===== src/rtl/rd_capture_pkg.sv =====
`timescale 1ns/1ps
package rd_capture_pkg;
  typedef enum logic [1:0] {ST_IDLE, ST_WAIT, ST_CAP} seq_st_e;

  localparam int NUM_BP    = 5;
  localparam int BP_MHZ [NUM_BP] = '{270, 225, 180, 120, 88};
  localparam int HALF_BASE = 11;
  localparam int FULL_BASE = 9;

  function automatic int dflt_lookup(int mhz, logic full);
    int c;
    c = full ? FULL_BASE : HALF_BASE;
    for (int i = 0; i < NUM_BP; i++) begin
      if (mhz < BP_MHZ[i]) c = c - 1;
    end
    return c;
  endfunction
endpackage


===== src/rtl/rd_capture_codes.sv =====
`timescale 1ns/1ps
module rd_capture_codes
  import rd_capture_pkg::*;
#(
  parameter int NBANK   = 4,
  parameter int CODE_W  = 5,
  parameter int FREQ_W  = 9,
  parameter int RST_MHZ = 200,
  localparam int BANK_W = (NBANK > 1) ? $clog2(NBANK) : 1
) (
  input  logic              clk_i,
  input  logic              rst_ni,
  input  logic              cfg_we_i,
  input  logic [BANK_W-1:0] cfg_bank_i,
  input  logic [CODE_W-1:0] cfg_code_i,
  input  logic              cfg_dflt_i,
  input  logic [FREQ_W-1:0] freq_mhz_i,
  input  logic              full_rate_i,
  input  logic              busy_i,
  input  logic              end_i,
  input  logic [BANK_W-1:0] rd_bank_i,
  output logic [CODE_W-1:0] rd_code_o,
  output logic [CODE_W-1:0] dflt_code_o
);
  localparam logic [CODE_W-1:0] RST_CODE = CODE_W'(dflt_lookup(RST_MHZ, 1'b0));

  logic [CODE_W-1:0] code_q [NBANK];
  logic [CODE_W-1:0] pend_c [NBANK];
  logic [NBANK-1:0]  pend_v;
  logic [CODE_W-1:0] wdata;

  assign dflt_code_o = CODE_W'(dflt_lookup(int'(freq_mhz_i), full_rate_i));
  assign wdata       = cfg_dflt_i ? dflt_code_o : cfg_code_i;
  assign rd_code_o   = code_q[rd_bank_i];

  always_comb begin
    AST_DFLT_RANGE: assert (dflt_code_o <= (full_rate_i ? CODE_W'(9) : CODE_W'(11)) &&
                            dflt_code_o >= (full_rate_i ? CODE_W'(4) : CODE_W'(6)));
  end

  for (genvar g = 0; g < NBANK; g++) begin : g_bank
    logic hit;
    assign hit = cfg_we_i && (cfg_bank_i == BANK_W'(g));

    always_ff @(posedge clk_i or negedge rst_ni) begin
      if (!rst_ni) begin
        code_q[g] <= RST_CODE;
        pend_c[g] <= '0;
        pend_v[g] <= 1'b0;
      end else if (!busy_i) begin
        if (hit) code_q[g] <= wdata;
      end else if (end_i) begin
        // burst ends at this edge: release held write, fresh write wins
        if (hit)            code_q[g] <= wdata;
        else if (pend_v[g]) code_q[g] <= pend_c[g];
        pend_v[g] <= 1'b0;
      end else if (hit) begin
        pend_v[g] <= 1'b1;
        pend_c[g] <= wdata;
      end
    end

    AST_NO_PEND_IDLE: assert property (@(posedge clk_i) disable iff (!rst_ni)
      !busy_i |-> !pend_v[g]);
    AST_CODE_FROZEN: assert property (@(posedge clk_i) disable iff (!rst_ni)
      (busy_i && !end_i) |=> $stable(code_q[g]));
  end
endmodule


===== src/rtl/rd_capture_seq.sv =====
`timescale 1ns/1ps
module rd_capture_seq
  import rd_capture_pkg::*;
#(
  parameter int CODE_W = 5,
  parameter int CNT_W  = 6,
  localparam int WAIT_W = CODE_W - 1
) (
  input  logic              clk_i,
  input  logic              rst_ni,
  input  logic              start_i,
  input  logic [CNT_W-1:0]  byte_cnt_i,
  input  logic              full_rate_i,
  input  logic              ck_reg_i,
  input  logic [CODE_W-1:0] code_i,
  output logic              busy_o,
  output logic              end_o,
  output logic              cap_o,
  output logic              reg_sel_o,
  output logic              ck_reg_o
);
  seq_st_e           st_q;
  logic [WAIT_W-1:0] wcnt_q;
  logic [CNT_W-1:0]  left_q;
  logic              ph_q, full_q, reg_q, ck_q;
  logic [WAIT_W-1:0] wfield;
  logic              accept;

  assign wfield    = code_i[CODE_W-1:1];
  assign accept    = start_i && (st_q == ST_IDLE) && (byte_cnt_i != '0);
  assign busy_o    = (st_q != ST_IDLE);
  assign cap_o     = (st_q == ST_CAP) && !ph_q;
  assign end_o     = cap_o && (left_q == CNT_W'(1));
  assign reg_sel_o = reg_q;
  assign ck_reg_o  = ck_q;

  always_ff @(posedge clk_i or negedge rst_ni) begin
    if (!rst_ni) begin
      st_q   <= ST_IDLE;
      wcnt_q <= '0;
      left_q <= '0;
      ph_q   <= 1'b0;
      full_q <= 1'b0;
      reg_q  <= 1'b0;
      ck_q   <= 1'b0;
    end else begin
      case (st_q)
        ST_IDLE: if (accept) begin
          full_q <= full_rate_i;
          reg_q  <= code_i[0];
          left_q <= byte_cnt_i;
          ph_q   <= 1'b0;
          ck_q   <= ck_reg_i;
          if (wfield == '0) st_q <= ST_CAP;
          else begin
            st_q   <= ST_WAIT;
            wcnt_q <= wfield - WAIT_W'(1);
          end
        end
        ST_WAIT: begin
          if (wcnt_q == '0) st_q <= ST_CAP;
          else              wcnt_q <= wcnt_q - WAIT_W'(1);
        end
        ST_CAP: begin
          ph_q <= full_q ? 1'b0 : ~ph_q;
          if (cap_o) begin
            left_q <= left_q - CNT_W'(1);
            if (end_o) st_q <= ST_IDLE;
          end
        end
        default: st_q <= ST_IDLE;
      endcase
    end
  end

  AST_FIRST_WAIT: assert property (@(posedge clk_i) disable iff (!rst_ni)
    (accept && wfield != '0) |=> !cap_o);
  AST_HALF_GAP: assert property (@(posedge clk_i) disable iff (!rst_ni)
    (cap_o && !full_q) |=> !cap_o);
  AST_NO_UNDERRUN: assert property (@(posedge clk_i) disable iff (!rst_ni)
    cap_o |-> left_q != '0);
  AST_CKREG_HOLD: assert property (@(posedge clk_i) disable iff (!rst_ni)
    busy_o |=> $stable(ck_reg_o));
endmodule


===== src/rtl/rd_capture_tap.sv =====
`timescale 1ns/1ps
module rd_capture_tap #(
  parameter int DQ_W = 8
) (
  input  logic            clk_i,
  input  logic            rst_ni,
  input  logic [DQ_W-1:0] dq_i,
  input  logic            cap_i,
  input  logic            reg_sel_i,
  output logic [DQ_W-1:0] data_o,
  output logic            valid_o
);
  logic [DQ_W-1:0] dq_q;
  logic            cap_d, fire;

  // registered path: sample lands in dq_q, output one clock later
  assign fire = reg_sel_i ? cap_d : cap_i;

  always_ff @(posedge clk_i or negedge rst_ni) begin
    if (!rst_ni) begin
      dq_q    <= '0;
      cap_d   <= 1'b0;
      data_o  <= '0;
      valid_o <= 1'b0;
    end else begin
      dq_q    <= dq_i;
      cap_d   <= cap_i;
      valid_o <= fire;
      if (fire) data_o <= reg_sel_i ? dq_q : dq_i;
    end
  end

  AST_VALID_FROM_CAP: assert property (@(posedge clk_i) disable iff (!rst_ni)
    valid_o |-> ($past(cap_i) || $past(cap_i, 2)));
endmodule


===== src/rtl/rd_capture_delay.sv =====
`timescale 1ns/1ps
module rd_capture_delay #(
  parameter int NBANK   = 4,
  parameter int CODE_W  = 5,
  parameter int CNT_W   = 6,
  parameter int FREQ_W  = 9,
  parameter int DQ_W    = 8,
  parameter int RST_MHZ = 200,
  localparam int BANK_W = (NBANK > 1) ? $clog2(NBANK) : 1
) (
  input  logic              clk_i,
  input  logic              rst_ni,
  input  logic              start_i,
  input  logic [BANK_W-1:0] bank_i,
  input  logic [CNT_W-1:0]  byte_cnt_i,
  input  logic              full_rate_i,
  input  logic              ck_reg_i,
  input  logic              cfg_we_i,
  input  logic [BANK_W-1:0] cfg_bank_i,
  input  logic [CODE_W-1:0] cfg_code_i,
  input  logic              cfg_dflt_i,
  input  logic [FREQ_W-1:0] freq_mhz_i,
  input  logic [DQ_W-1:0]   dq_i,
  output logic [DQ_W-1:0]   data_o,
  output logic              valid_o,
  output logic              ck_reg_o,
  output logic [CODE_W-1:0] dflt_code_o
);
  logic [CODE_W-1:0] act_code;
  logic busy, xfer_end, cap, reg_sel;

  rd_capture_codes #(
    .NBANK(NBANK), .CODE_W(CODE_W), .FREQ_W(FREQ_W), .RST_MHZ(RST_MHZ)
  ) u_codes (
    .clk_i, .rst_ni, .cfg_we_i, .cfg_bank_i, .cfg_code_i, .cfg_dflt_i,
    .freq_mhz_i, .full_rate_i,
    .busy_i(busy), .end_i(xfer_end), .rd_bank_i(bank_i),
    .rd_code_o(act_code), .dflt_code_o
  );

  rd_capture_seq #(.CODE_W(CODE_W), .CNT_W(CNT_W)) u_seq (
    .clk_i, .rst_ni, .start_i, .byte_cnt_i, .full_rate_i, .ck_reg_i,
    .code_i(act_code), .busy_o(busy), .end_o(xfer_end), .cap_o(cap),
    .reg_sel_o(reg_sel), .ck_reg_o
  );

  rd_capture_tap #(.DQ_W(DQ_W)) u_tap (
    .clk_i, .rst_ni, .dq_i, .cap_i(cap), .reg_sel_i(reg_sel),
    .data_o, .valid_o
  );
endmodule


===== config.mk =====
export PLATFORM = sky130hd
export DESIGN_NAME = rd_capture_delay
export DESIGN_NICKNAME = d
export VERILOG_FILES = /design/src/rtl/rd_capture_pkg.sv /design/src/rtl/rd_capture_codes.sv /design/src/rtl/rd_capture_seq.sv /design/src/rtl/rd_capture_tap.sv /design/src/rtl/rd_capture_delay.sv
export SDC_FILE = /design/constraint.sdc
export NUM_CORES = 1
export LEC_CHECK = 0
export BUFFER_PORTS_ARGS = -buffer_cell sky130_fd_sc_hd__buf_2
export CORE_MARGIN = 5
export CORE_UTILIZATION = 50
export DETAILED_ROUTE_END_ITERATION = 16
export PLACE_DENSITY_LB_ADDON = 0.05
export SYNTH_ARGS = -nofsm -noshare
export SYNTH_HDL_FRONTEND = slang
export SYNTH_SLANG_ARGS = --single-unit

===== constraint.sdc =====
create_clock -name clk_i -period 6.5 [get_ports clk_i]
set_clock_uncertainty 0.2 [all_clocks]
set_input_delay 0.975 -clock clk_i [delete_from_list [all_inputs] [get_ports clk_i]]
set_output_delay 0.975 -clock clk_i [all_outputs]
set_load 0.1 [all_outputs]

# Word-level counts from Yosys, hierarchy flattened
# Index checks and enable logic that the tools add are counted.
[word_totals]
latchBits = 0
output_inout_bits = 15
ramBits = 0
memories = 0
input_bits = 39
mem_bits_ro = 0
elab_cells = 155
regBits = 78
[op_classes]
eq_ne = 17
mul = 0
addsub = 8
reduce_logical = 42
bitwise = 3
magnitude_cmp = 6
shift = 0
mux = 56
div = 0
[ops]
columns = ["op", "n"]
rows = [
  ["2-to-1 mux 5 bit", 28],
  ["AND reduction 3 bit", 9],
  ["nonzero test 2 bit", 11],
  ["subtractor 5 x 2 -> 5 bit, second input constant", 4],
  ["less-than comparator 9 x 7 -> 1 bit, second input constant", 2],
  ["less-than comparator 9 x 8 -> 1 bit, second input constant", 2],
  ["2-to-1 mux 2 bit", 6],
  ["2-to-1 mux 4 bit", 3],
  ["2-to-1 mux 6 bit", 2],
  ["inequality test 3 bit, second input constant", 4],
  ["one-hot mux 6 bit (2 select lines)", 1],
  ["AND reduction 2 bit", 6],
  ["2-to-1 mux 1 bit", 11],
  ["binary-select mux 5 bit (select 2 bit)", 1],
  ["less-than comparator 9 bit, second input constant", 1],
  ["logical AND 1 bit", 8],
  ["logical NOT 4 bit", 2],
  ["2-to-1 mux 8 bit", 1],
  ["inequality test 2 bit, second input constant", 4],
  ["one-hot mux 4 bit (2 select lines)", 1],
  ["AND reduction 4 bit", 2],
  ["subtractor 4 x 1 -> 4 bit, second input constant", 2],
  ["equality test 2 bit, second input constant", 3],
  ["equality test 6 x 1 -> 1 bit, second input constant", 1],
  ["other kinds (12)", 17],
]

# Depth between registers and ports, before layout
# Gate-level depths: netlist of run 1.
[logic_depth]
word_depth = 15
mapped_depth = 18
ltp_nobuf = 18

# Modules after synthesis
# Synthesis of run 1 repeated with hierarchy kept, for this count alone.
[unflattened]
hier_cells = 469
area_unflattened_um2 = 4473.0
[by_module_without_submodules]
columns = ["mod", "instances", "cells_per_inst", "area_per_inst_um2"]
rows = [
  ["rd_capture_codes", 1, 301, 2672.6],
  ["rd_capture_seq", 1, 122, 1061.0],
  ["rd_capture_tap", 1, 46, 739.5],
]

# Worst setup path before layout of run 1
# OpenSTA, ideal clock, no wires.
[synth_path]
path_kind = "input port to output port"
from = "input freq_mhz_i[7]"
to = "output dflt_code_o[2]"
cell_stages = 16
setup_slack_ns = -0.578
arrival_time_ns = 5.903
n_path_buf = 0
t_required_ns = 5.325
path_cell_list = "or4_1 -> o21ai_0 -> ha_1 -> mux2_2 -> ha_1 -> nor2_1 -> nand2_1 -> and3_1 -> ha_1 -> and3_1 -> a41oi_1 -> inv_1 -> ha_1 -> nand4_1 -> xnor2_1 -> xnor2_1"
[synth_via]
elab_chain_cells = 10
word_cells_on_any_way = 14
cone_classes = "4 x add/sub; 5 x order compare; 5 x mux"
[synth_rtl]
columns = ["element", "line", "source"]
rows = [
  ["from (decl)", "rd_capture_delay.sv:22", "input logic [FREQ_W-1:0] freq_mhz_i,"],
  ["less-than comparator 9 bit", "rd_capture_pkg.sv:14", "if (mhz < BP_MHZ[i]) c = c - 1;"],
  ["2-to-1 mux 5 bit", "rd_capture_pkg.sv:14", ""],
  ["subtractor 5 x 2 -> 5 bit", "rd_capture_pkg.sv:14", ""],
  ["2-to-1 mux 5 bit", "rd_capture_pkg.sv:14", ""],
  ["subtractor 5 x 2 -> 5 bit", "rd_capture_pkg.sv:14", ""],
  ["2-to-1 mux 5 bit", "rd_capture_pkg.sv:14", ""],
  ["subtractor 5 x 2 -> 5 bit", "rd_capture_pkg.sv:14", ""],
  ["2-to-1 mux 5 bit", "rd_capture_pkg.sv:14", ""],
  ["subtractor 5 x 2 -> 5 bit", "rd_capture_pkg.sv:14", ""],
  ["2-to-1 mux 5 bit *", "rd_capture_pkg.sv:14", ""],
  ["to (decl)", "rd_capture_delay.sv:27", "output logic [CODE_W-1:0] dflt_code_o"],
]
# Every way passes the cells marked *; elsewhere a longest branch is shown, timed or not.

# Worst setup path in the final report of run 1
# Same ends and word-level chain as after synthesis.

==> results.toml, run 1 <==
[pwr]
internal-power_mw = 1.28
finalPower_mw = 2.30
p_seq_share_pct = 37.4
p_leak_nw = 2.16
worst_ir_drop_vdd_mv = 0.188
clkPwrFrac_pct = 17.6
p_switching_mw = 1.02
swShare_pct = 44.2
p_comb_share_pct = 45.0
power_density_nw_per_um2 = 485

[placement]
place_congestion = 0.816
hpwl_mm = 6.93
port-buffer-count = 53

[worst_hold_path]
min_from = "u_tap.data_o[6]$_DFFE_PN0P_"
hold_depth = 2
hold_end = "u_tap.data_o[6]$_DFFE_PN0P_"
hold_path_class = "reg2reg"

[clocking]
postCtsSetupRepairBufs = 0
cts_hold_buf = 0
insertion_delay_ns = 0.36
cts_sinks = 78
cts.clk_slew.worst_paths_ns = 0.08
ctsResizeCount = 0
clockBufferDepth = 2
numCtsBuffers = 9
cts_tree = "done"
root_buffer = "clkbuf_8"
htree_num_levels = 3

[sta]
hold_viol = 0
rsz0062_at_grt = "no"
max_slew_margin_pct = 32.4
worst_pin_slew_ns = 1.01
tns_ns = 0
fin_crit_sh_pct = 93.9
slew_violations = 0
fmax_mhz = 164
setup_viol = 0
period_minus_slack_ns = 6.10

[run]
maxCapViolations = 0

[detailed_routing]
vias_per_cell = 5.68
routed-via-count = 3333
dr_wl_met2_mm = 4.35
dr_wl_met3_um = 448
routedWlPerCell_um = 15.8
drc = 0
dr.pass1.iters = 4
antenna_left = 0
drtIter0Drc = 164
drt-total-wl_mm = 9.26
drt-met1-wl_mm = 4.40
highest-signal-layer = "met4"

[yosys]
synth_area_leaders = "dfrtp_1 (42%), o21ai_0 (5.6%), nand2_1 (5.3%)"
syn_avg_cell_area_sq_um = 9.67
netlist_instances = 429
synth_top_cell_by_area = "dfrtp_1"
synth_edf_count = 0
synthTopCellsByCount = "dfrtp_1 (70), nand2_1 (59), o21ai_0 (46), nor2_1 (39), a21oi_1 (22)"
synth_warnings = 0
ys.flop_type = "dfrtp_1"
synth.most_common_cell = "dfrtp_1"
synth_area_sq_um = 4150
synthArstFlopShare_pct = 100
synth_seq_cells = 78
ys_types = 60
yosysSeqAreaShare_pct = 47.3
synth_top_cell_area_share_pct = 42.2
synthesis.nets = 475

[die]
die_h_um = 101
core_area_sq_um = 8130
start_util_pct = 51.0
dieArea_sq_um = 10200
core.rowCount = 33
io_pins = 54
die_width_um = 101

[global_route]
grt_start_max_net_pins = 79
grt_pass1_wl_mm = 15.7
grt_overflow = 0
grt_pass1_vias = 3112
antenna_found_initial = 0
grt_usage_pct = 19.4

[critical_path]
worstPathRequired_ns = 5.32
r2r_start = "u_seq.left_q[2]$_DFFE_PN0P_"
path_max_fanout = 6
r2r-end = "u_codes.code_q[8]$_DFFE_PN1P_"
critPathCaptureType = "output port"
cp.arrival_ns = 4.93
rrSetupSlack_ns = 3.98
rr_worst_depth = 5
start_kind = "input port"
worstSetupPathType = "in2out"

[final_layout]
n_antenna_cell = 0
final_nets = 523
fill_cells = 736
multi_input_area_sq_um = 2070
final_layout_size_suffix_gt1_share_pct = 21.8
area_delta_synth_final_pct = 14.4
regArea_sq_um = 1960

[outcome]
outcome = "finished, final reports clean"
worst max-delay path, cell delays in order:
cell,delay (ns)
buf_2,0.13
or4_1,0.55
o21ai_1,0.26
ha_1,0.29
mux2_2,0.27
ha_1,0.31
nor2_1,0.09
nand2_1,0.07
and3_1,0.17
ha_1,0.28
and3_1,0.14
a41oi_1,0.24
inv_1,0.12
ha_1,0.21
nand4_1,0.13
xnor2_1,0.13
xnor2_2,0.34
buf_12,0.23
cell type report:
type                            count  share of cell area [%]
Multi-Input combinational cell    321                    43.7
Clock buffer                       10                    2.69
Sequential cell                    78                    41.4
Tap cell                          105                    2.77
Timing Repair Buffer               54                    6.44
Inverter                           13                    1.13
Clock inverter                      6                    1.95
stage by stage:
step	worst slack, ns	util, %	cell area [sq um]	hold WS (ns)	std cells
6_report	0.395	58.3	4740	0.280	587
5_1_grt	0.0977	58.3	4740	0.302	587
4_1_cts	0.295	58.3	4740	0.283	587
3_5_place_dp	0.294	55.6	4520	0.265	571
3_3_place_gp	0.475	55.6	4520	0.258	571
2_1_floorplan	0.102	-	4160	0.242	429
power groups by stage:
stage	registers, mW	clock network [mW]	logic, mW
global placement	0.862	0	1.02
CTS	0.859	0.415	1.04
detailed placement	0.867	0	1.04
global route	0.890	0.438	1.14
floorplan	1.02	0	0.645
finish	0.860	0.406	1.04
kinds of logic (layout without fill, tap and decap cells):
kind of cell,count (synthesis),after routing,synth area share (%)
buffers and inverters,30,83,3.05
AO/OA/AOI/OAI,119,119,18.2
adder cells (fa/ha/maj),7,7,2.11
flip-flops,78,78,47.3
AND/OR/NAND/NOR,156,156,17.6
multiplexers,36,36,11.1
XOR/XNOR,3,3,0.634
layer usage:
metal / GRT usage [%] / up-vias
met3: 4.64 / 5
met5: 0 / -
met4: 5.01 / 0
li1: - / 1670
met1: 27.4 / 1599
met2: 29.9 / 59
cell usage in the layout (no fill, tap or decap), types with 3 or more instances in the layout:
| master | n |
|---|---|
| buf_2 | 50 |
| and3_1 | 10 |
| a21oi_1 | 22 |
| dfstp_2 | 8 |
| nand2_1 | 59 |
| nor2_1 | 39 |
| mux4_1 | 5 |
| o21ai_0 | 45 |
| a22oi_1 | 4 |
| or4_1 | 3 |
| a211oi_1 | 3 |
| nand2b_1 | 3 |
| o22ai_1 | 3 |
| mux2_2 | 15 |
| o211ai_1 | 4 |
| dfrtp_1 | 70 |
| nor3_1 | 8 |
| ha_1 | 7 |
| o31ai_1 | 5 |
| mux2i_1 | 15 |
| nand4_1 | 5 |
| clkbuf_8 | 9 |
| a31oi_1 | 5 |
| or2_2 | 5 |
| nand3_1 | 10 |
| nor2b_1 | 3 |
| inv_1 | 12 |
sequential cells by signal, summed over array words and instances, names as in the netlist:
signal,flops
u_tap.data_o,8
u_seq.ck_reg_o,1
u_seq.reg_sel_o,1
u_tap.dq_q,8
u_seq.ph_q,1
u_codes.pend_c,20
u_seq.st_q,2
u_seq.full_q,1
u_seq.left_q,6
u_codes.code_q,20
u_seq.wcnt_q,4
u_codes.pend_v,4
u_tap.cap_d,1
u_tap.valid_o,1
how the worst max path moves through the flow:
stage | start | to | slack, ns | depth (start not counted)
after floorplan | freq_mhz_i[7] | dflt_code_o[2] | 0.10 | 16
after global placement | freq_mhz_i[7] | dflt_code_o[2] | 0.47 | 18
after detailed placement | freq_mhz_i[7] | dflt_code_o[2] | 0.29 | 18
after CTS | freq_mhz_i[7] | dflt_code_o[2] | 0.30 | 18
after global routing | freq_mhz_i[7] | dflt_code_o[2] | 0.1 | 18
final | freq_mhz_i[7] | dflt_code_o[2] | 0.40 | 18
(Power assumes the default switching activity.)
==> run 2: changes to the inputs <==
--- a/config.mk
+++ b/config.mk
@@ -5,7 +5,8 @@
 export SDC_FILE = /design/constraint.sdc
 export NUM_CORES = 1
 export LEC_CHECK = 0
-export BUFFER_PORTS_ARGS = -buffer_cell sky130_fd_sc_hd__buf_2
+export BUFFER_PORTS_ARGS = -buffer_cell sky130_fd_sc_hd__buf_4
+export CORE_ASPECT_RATIO = 0.75
 export CORE_MARGIN = 5
 export CORE_UTILIZATION = 50
 export DETAILED_ROUTE_END_ITERATION = 16
==> results.toml, run 2 (synthesis gave the netlist of run 1 again) <==
[outcome]
outcome = "finished, final reports clean"

[final_layout]
final_common_cell = "dfrtp_1"
fin_area_sq_um = 4820
multi_input_area_sq_um = 2070
fill_cells = 723
layout.cells.most_common_list = "dfrtp_1 (70), nand2_1 (59), buf_4 (54)"
final_util_pct = 60.3
regArea_sq_um = 1960
final_layout_size_suffix_gt1_share_pct = 22.4
n_antenna_cell = 0
largestRegisters = "u_codes.code_q (20), u_codes.pend_c (20)"
final_nets = 524
area_delta_synth_final_pct = 16.2

[clocking]
numCtsBuffers = 9
htree_num_levels = 3
insertion_delay_ns = 0.36
cts_hold_buf = 0
cts_sinks = 78
cts_tree = "done"
cts.clk_slew.worst_paths_ns = 0.09
root_buffer = "clkbuf_8"
clockBufferDepth = 2

[pwr]
clkPwrFrac_pct = 15.0
p_leak_nw = 2.19
internal-power_mw = 1.23
power_density_nw_per_um2 = 472
worst_ir_drop_vdd_mv = 0.433
swShare_pct = 46.0
p_comb_share_pct = 46.6
p_switching_mw = 1.05
p_seq_share_pct = 38.4

[detailed_routing]
dr.pass1.iters = 5
drt-total-wl_mm = 9.81
drtIter0Drc = 251
routed-via-count = 3392
routedWlPerCell_um = 16.7
antenna_left = 0
drc = 0
vias_per_cell = 5.77

[sta]
period_minus_slack_ns = 6.14
max_slew_margin_pct = 29.4
fin_crit_sh_pct = 94.5
rsz0062_at_grt = "no"
setup_viol = 0
fmax_mhz = 163
tns_ns = 0
hold_ws_ns = 0.284
hold_viol = 0
fin_ws_ns = 0.356
slew_violations = 0
worst_pin_slew_ns = 1.06

[critical_path]
cp.arrival_ns = 4.97
start_kind = "input port"
critPathCaptureType = "output port"
path_max_fanout = 6
worstSetupPathType = "in2out"
rr_worst_depth = 4
worstPathRequired_ns = 5.32
rrSetupSlack_ns = 3.90

[die]
core_area_sq_um = 7990
die_h_um = 88.9
dieArea_sq_um = 10200
die_width_um = 115
io_pins = 54
start_util_pct = 51.9
core.rowCount = 28

[global_route]
grt_usage_pct = 20.5
grt_overflow = 0
grt_start_max_net_pins = 79
grt_pass1_wl_mm = 16.3
grt_pass1_vias = 3174
antenna_found_initial = 0

[placement]
preCtsSetupSlack_ns = 0.101
place_area_sq_um = 4620
hpwl_mm = 7.33
port-buffer-count = 53
place_congestion = 0.893

[worst_hold_path]
hold_path_class = "reg2reg"
hold_depth = 2

[run]
maxCapViolations = 0
## run 2: changes by cell type in the layout (fill, tap and decap cells not counted), sizes merged
cell    previous run  this run
buf               54        55
bufinv             2         0
clkinv             1         4
clkbuf            10         9
## run 2: power by group through the flow
stage / registers (mW) / clock network, mW / logic (mW)
CTS: 0.870 / 0.347 / 1.06
detailed placement: 0.879 / 0 / 1.06
global route: 0.901 / 0.372 / 1.17
finish: 0.873 / 0.342 / 1.06
floorplan: 1.02 / 0 / 0.645
global placement: 0.870 / 0 / 1.04
## run 2: metrics by stage
step | cells | total power [mW]
2_1_floorplan | 429 | 1.67
3_3_place_gp | 571 | 1.91
3_5_place_dp | 571 | 1.94
4_1_cts | 587 | 2.28
5_1_grt | 588 | 2.44
6_report | 588 | 2.27
## run 2: critical path, stage by stage
cell	delay, ns
buf_4	0.13
or4_1	0.58
o21ai_2	0.23
ha_1	0.27
mux2_2	0.27
ha_1	0.31
nor2_1	0.09
nand2_1	0.07
and3_1	0.17
ha_1	0.28
and3_1	0.14
a41oi_1	0.26
inv_1	0.12
ha_1	0.21
nand4_1	0.13
xnor2_1	0.13
xnor2_2	0.32
buf_6	0.28
## run 2: layout make-up
class | count | share of cell area (%)
Inverter | 13 | 1.12
Clock inverter | 7 | 1.19
Clock buffer | 9 | 2.57
Multi-Input combinational cell | 321 | 43.0
Sequential cell | 78 | 40.7
Timing Repair Buffer | 55 | 8.64
Tap cell | 105 | 2.73
## run 2: metal layers
metal	global-route usage, %	share of wire [%]
met4	5.22	0.92
met3	5.26	6.1
met5	0	0
met1	30.8	51
met2	29.6	42
## run 2: worst paths after layout
kind                                                  start                             end
worst max-delay path                          freq_mhz_i[7]                  dflt_code_o[2]
worst min-delay path            u_tap.data_o[6]$_DFFE_PN0P_     u_tap.data_o[6]$_DFFE_PN0P_
worst max register to register    u_seq.st_q[1]$_DFFE_PN0P_     u_tap.data_o[5]$_DFFE_PN0P_
worst min register to register  u_tap.data_o[6]$_DFFE_PN0P_     u_tap.data_o[6]$_DFFE_PN0P_
max in group asynchronous                            rst_ni  u_codes.pend_c[18]$_DFFE_PN0P_
min in group asynchronous                            rst_ni     u_seq.left_q[3]$_DFFE_PN0P_
## run 2: timing repair
| action | in CTS | in global routing |
|---|---|---|
| buffers inserted | 0 | 1 |
| endpoints found under the setup margin | 0 | 2 |
| resized for setup | 0 | 3 |
==> run 3: changes to the inputs <==
==> constraint.sdc (replaced) <==
create_clock -name clk_i -period 6.5 [get_ports clk_i]
set_clock_uncertainty 0.2 [all_clocks]
set_input_delay 0.975 -clock clk_i [delete_from_list [all_inputs] [get_ports clk_i]]
set_output_delay 0.975 -clock clk_i [all_outputs]
set_load 0.005 [all_outputs]
==> results.toml, run 3 (synthesis gave the netlist of run 1 again) <==
[detailed_routing]
drt-total-wl_mm = 9.94
routed-via-count = 3388
drc = 0
vias_per_cell = 5.77
dr.pass1.iters = 5
drtIter0Drc = 250
routedWlPerCell_um = 16.9
antenna_left = 0

[clocking]
postCtsSetupRepairBufs = 0
cts_sinks = 78
htree_num_levels = 3
numCtsBuffers = 9
cts_hold_buf = 0
cts_tree = "done"
root_buffer = "clkbuf_8"
insertion_delay_ns = 0.35
clockBufferDepth = 2
cts.clk_slew.worst_paths_ns = 0.07

[critical_path]
worstSetupPathType = "in2out"
r2r-end = "u_tap.data_o[4]$_DFFE_PN0P_"
path_max_fanout = 6
crit_buf_inv = 3
rr_worst_depth = 4
worst-path-stages = 18
crit_start = "freq_mhz_i[7]"
slowest_stage = "or4_1"
critPathCaptureType = "output port"
start_kind = "input port"
crit_top_cell = "ha_1"
cp_cell_sequence = "buf_4, or4_1, o21ai_0, ha_1, mux2_2, ha_1, nor2_1, nand2_1, and3_1, ha_1, and3_1, a41oi_1, inv_1, ha_1, nand4_1, xnor2_1, xnor2_2, buf_4"
cp.arrival_ns = 4.94
cp_top_family = "simple AND/OR/NAND/NOR gates"
rrSetupSlack_ns = 3.90
cp-endpoint = "dflt_code_o[2]"
critPathMaxStageDelay_ns = 0.55
r2r_start = "u_seq.st_q[1]$_DFFE_PN0P_"
worstPathRequired_ns = 5.32

[die]
core.rowCount = 28
core_area_sq_um = 7990
start_util_pct = 51.9
die_h_um = 88.9
dieArea_sq_um = 10200
io_pins = 54
die_width_um = 115

[pwr]
p_comb_share_pct = 38.5
p_switching_mw = 0.776
swShare_pct = 36.7
finalPower_mw = 2.11
internal-power_mw = 1.34
power_density_nw_per_um2 = 436
clkPwrFrac_pct = 20.2
p_seq_share_pct = 41.3
p_leak_nw = 2.21
worst_ir_drop_vdd_mv = 0.232

[sta]
max_slew_margin_pct = 24.7
worst_pin_slew_ns = 1.13
setup_viol = 0
hold_viol = 0
rsz0062_at_grt = "no"
period_minus_slack_ns = 6.11
fin_crit_sh_pct = 94.1
tns_ns = 0
fmax_mhz = 164
slew_violations = 0

[placement]
place_inst = 571
port-buffer-count = 53
place_congestion = 0.892
hpwl_mm = 7.39

[global_route]
grt_overflow = 0
grt_start_max_net_pins = 79
grt_usage_pct = 21.4
grt_pass1_wl_mm = 16.9
grt_pass1_vias = 3306
antenna_found_initial = 0

[final_layout]
area_delta_synth_final_pct = 16.9
fill_cells = 712
largestRegisters = "u_codes.code_q (20), u_codes.pend_c (20)"
final_nets = 523
n_antenna_cell = 0
fin_cells = 587
final_layout_size_suffix_gt1_share_pct = 21.2
layout.cells.most_common_list = "dfrtp_1 (70), nand2_1 (59), buf_4 (54)"
final_common_cell = "dfrtp_1"

[worst_hold_path]
hold_path_class = "reg2reg"

[run]
maxCapViolations = 0

[outcome]
outcome = "finished, final reports clean"
run 3: cell count changes in the layout (fill, tap and decap cells not counted), sizes merged:
cell / change
clkinv: -2
buf: -1
inv: -2
clkbuf: +3
bufinv: +3
clkinvlp: -2
run 3: tightest hold or removal path: stages (launching register included):
cell     delay [ns]
dfrtp_1        0.34
nand2_1        0.04
o21ai_0        0.06
run 3: power by group through the flow:
stage                     Combinational (mW)  Sequential [mW]  Clock [mW]
final                                  0.814            0.871       0.427
after global routing                   0.928            0.903       0.463
after CTS                              0.818            0.869       0.438
after detailed placement               0.815            0.878           0
after global placement                 0.792            0.873           0
after floorplan                        0.618            0.813           0
run 3: final cells by class:
cell class	instances	area, sq um	share of cell area [%]
timing repair buffer	54	405	8.36
tap	105	131	2.71
sequential	78	1960	40.5
inverter	13	53.8	1.11
multi-input combinational	321	2070	42.6
clock buffer	12	135	2.79
clock inverter	4	95.1	1.96
run 3: what timing repair did:
action | 4_1_cts | 5_1_grt
endpoints found under the hold margin | 0 | 0
endpoints found under the setup margin | 0 | 1
gates resized for setup | 0 | 1
run 3: metal layers:
| layer | GRT usage, % | vias to the layer above | part of all wire, % |
|---|---|---|---|
| li1 | - | 1663 | - |
| met1 | 31.1 | 1611 | 49 |
| met2 | 31.1 | 106 | 43 |
| met3 | 5.95 | 8 | 6.9 |
| met4 | 6.72 | 0 | 0.72 |
| met5 | 0 | - | 0 |
run 3: worst min-delay path by stage:
stage / start / end / slack (ns) / cells after the start
floorplan: u_codes.pend_c[14]$_DFFE_PN0P_ / u_codes.pend_c[14]$_DFFE_PN0P_ / 0.24 / 2
CTS: u_codes.pend_c[6]$_DFFE_PN0P_ / u_codes.pend_c[6]$_DFFE_PN0P_ / 0.28 / 2
finish: u_codes.pend_c[6]$_DFFE_PN0P_ / u_codes.pend_c[6]$_DFFE_PN0P_ / 0.28 / 2
global placement: u_codes.pend_c[19]$_DFFE_PN0P_ / u_codes.pend_c[19]$_DFFE_PN0P_ / 0.26 / 2
detailed placement: u_codes.pend_c[6]$_DFFE_PN0P_ / u_codes.pend_c[6]$_DFFE_PN0P_ / 0.27 / 2
global route: u_codes.pend_v[0]$_DFFE_PN0P_ / u_codes.pend_v[0]$_DFFE_PN0P_ / 0.31 / 2
run 3: through the flow:
| step | setup slack [ns] | area (sq um) | util, % | hold WS, ns |
|---|---|---|---|---|
| after global placement | 0.452 | 4610 | 57.7 | 0.263 |
| after global routing | 0.0971 | 4850 | 60.7 | 0.308 |
| after floorplan | 0.830 | 4150 | - | 0.242 |
| final | 0.386 | 4850 | 60.7 | 0.278 |
| after detailed placement | 0.334 | 4610 | 57.7 | 0.265 |
| after CTS | 0.294 | 4840 | 60.6 | 0.283 |
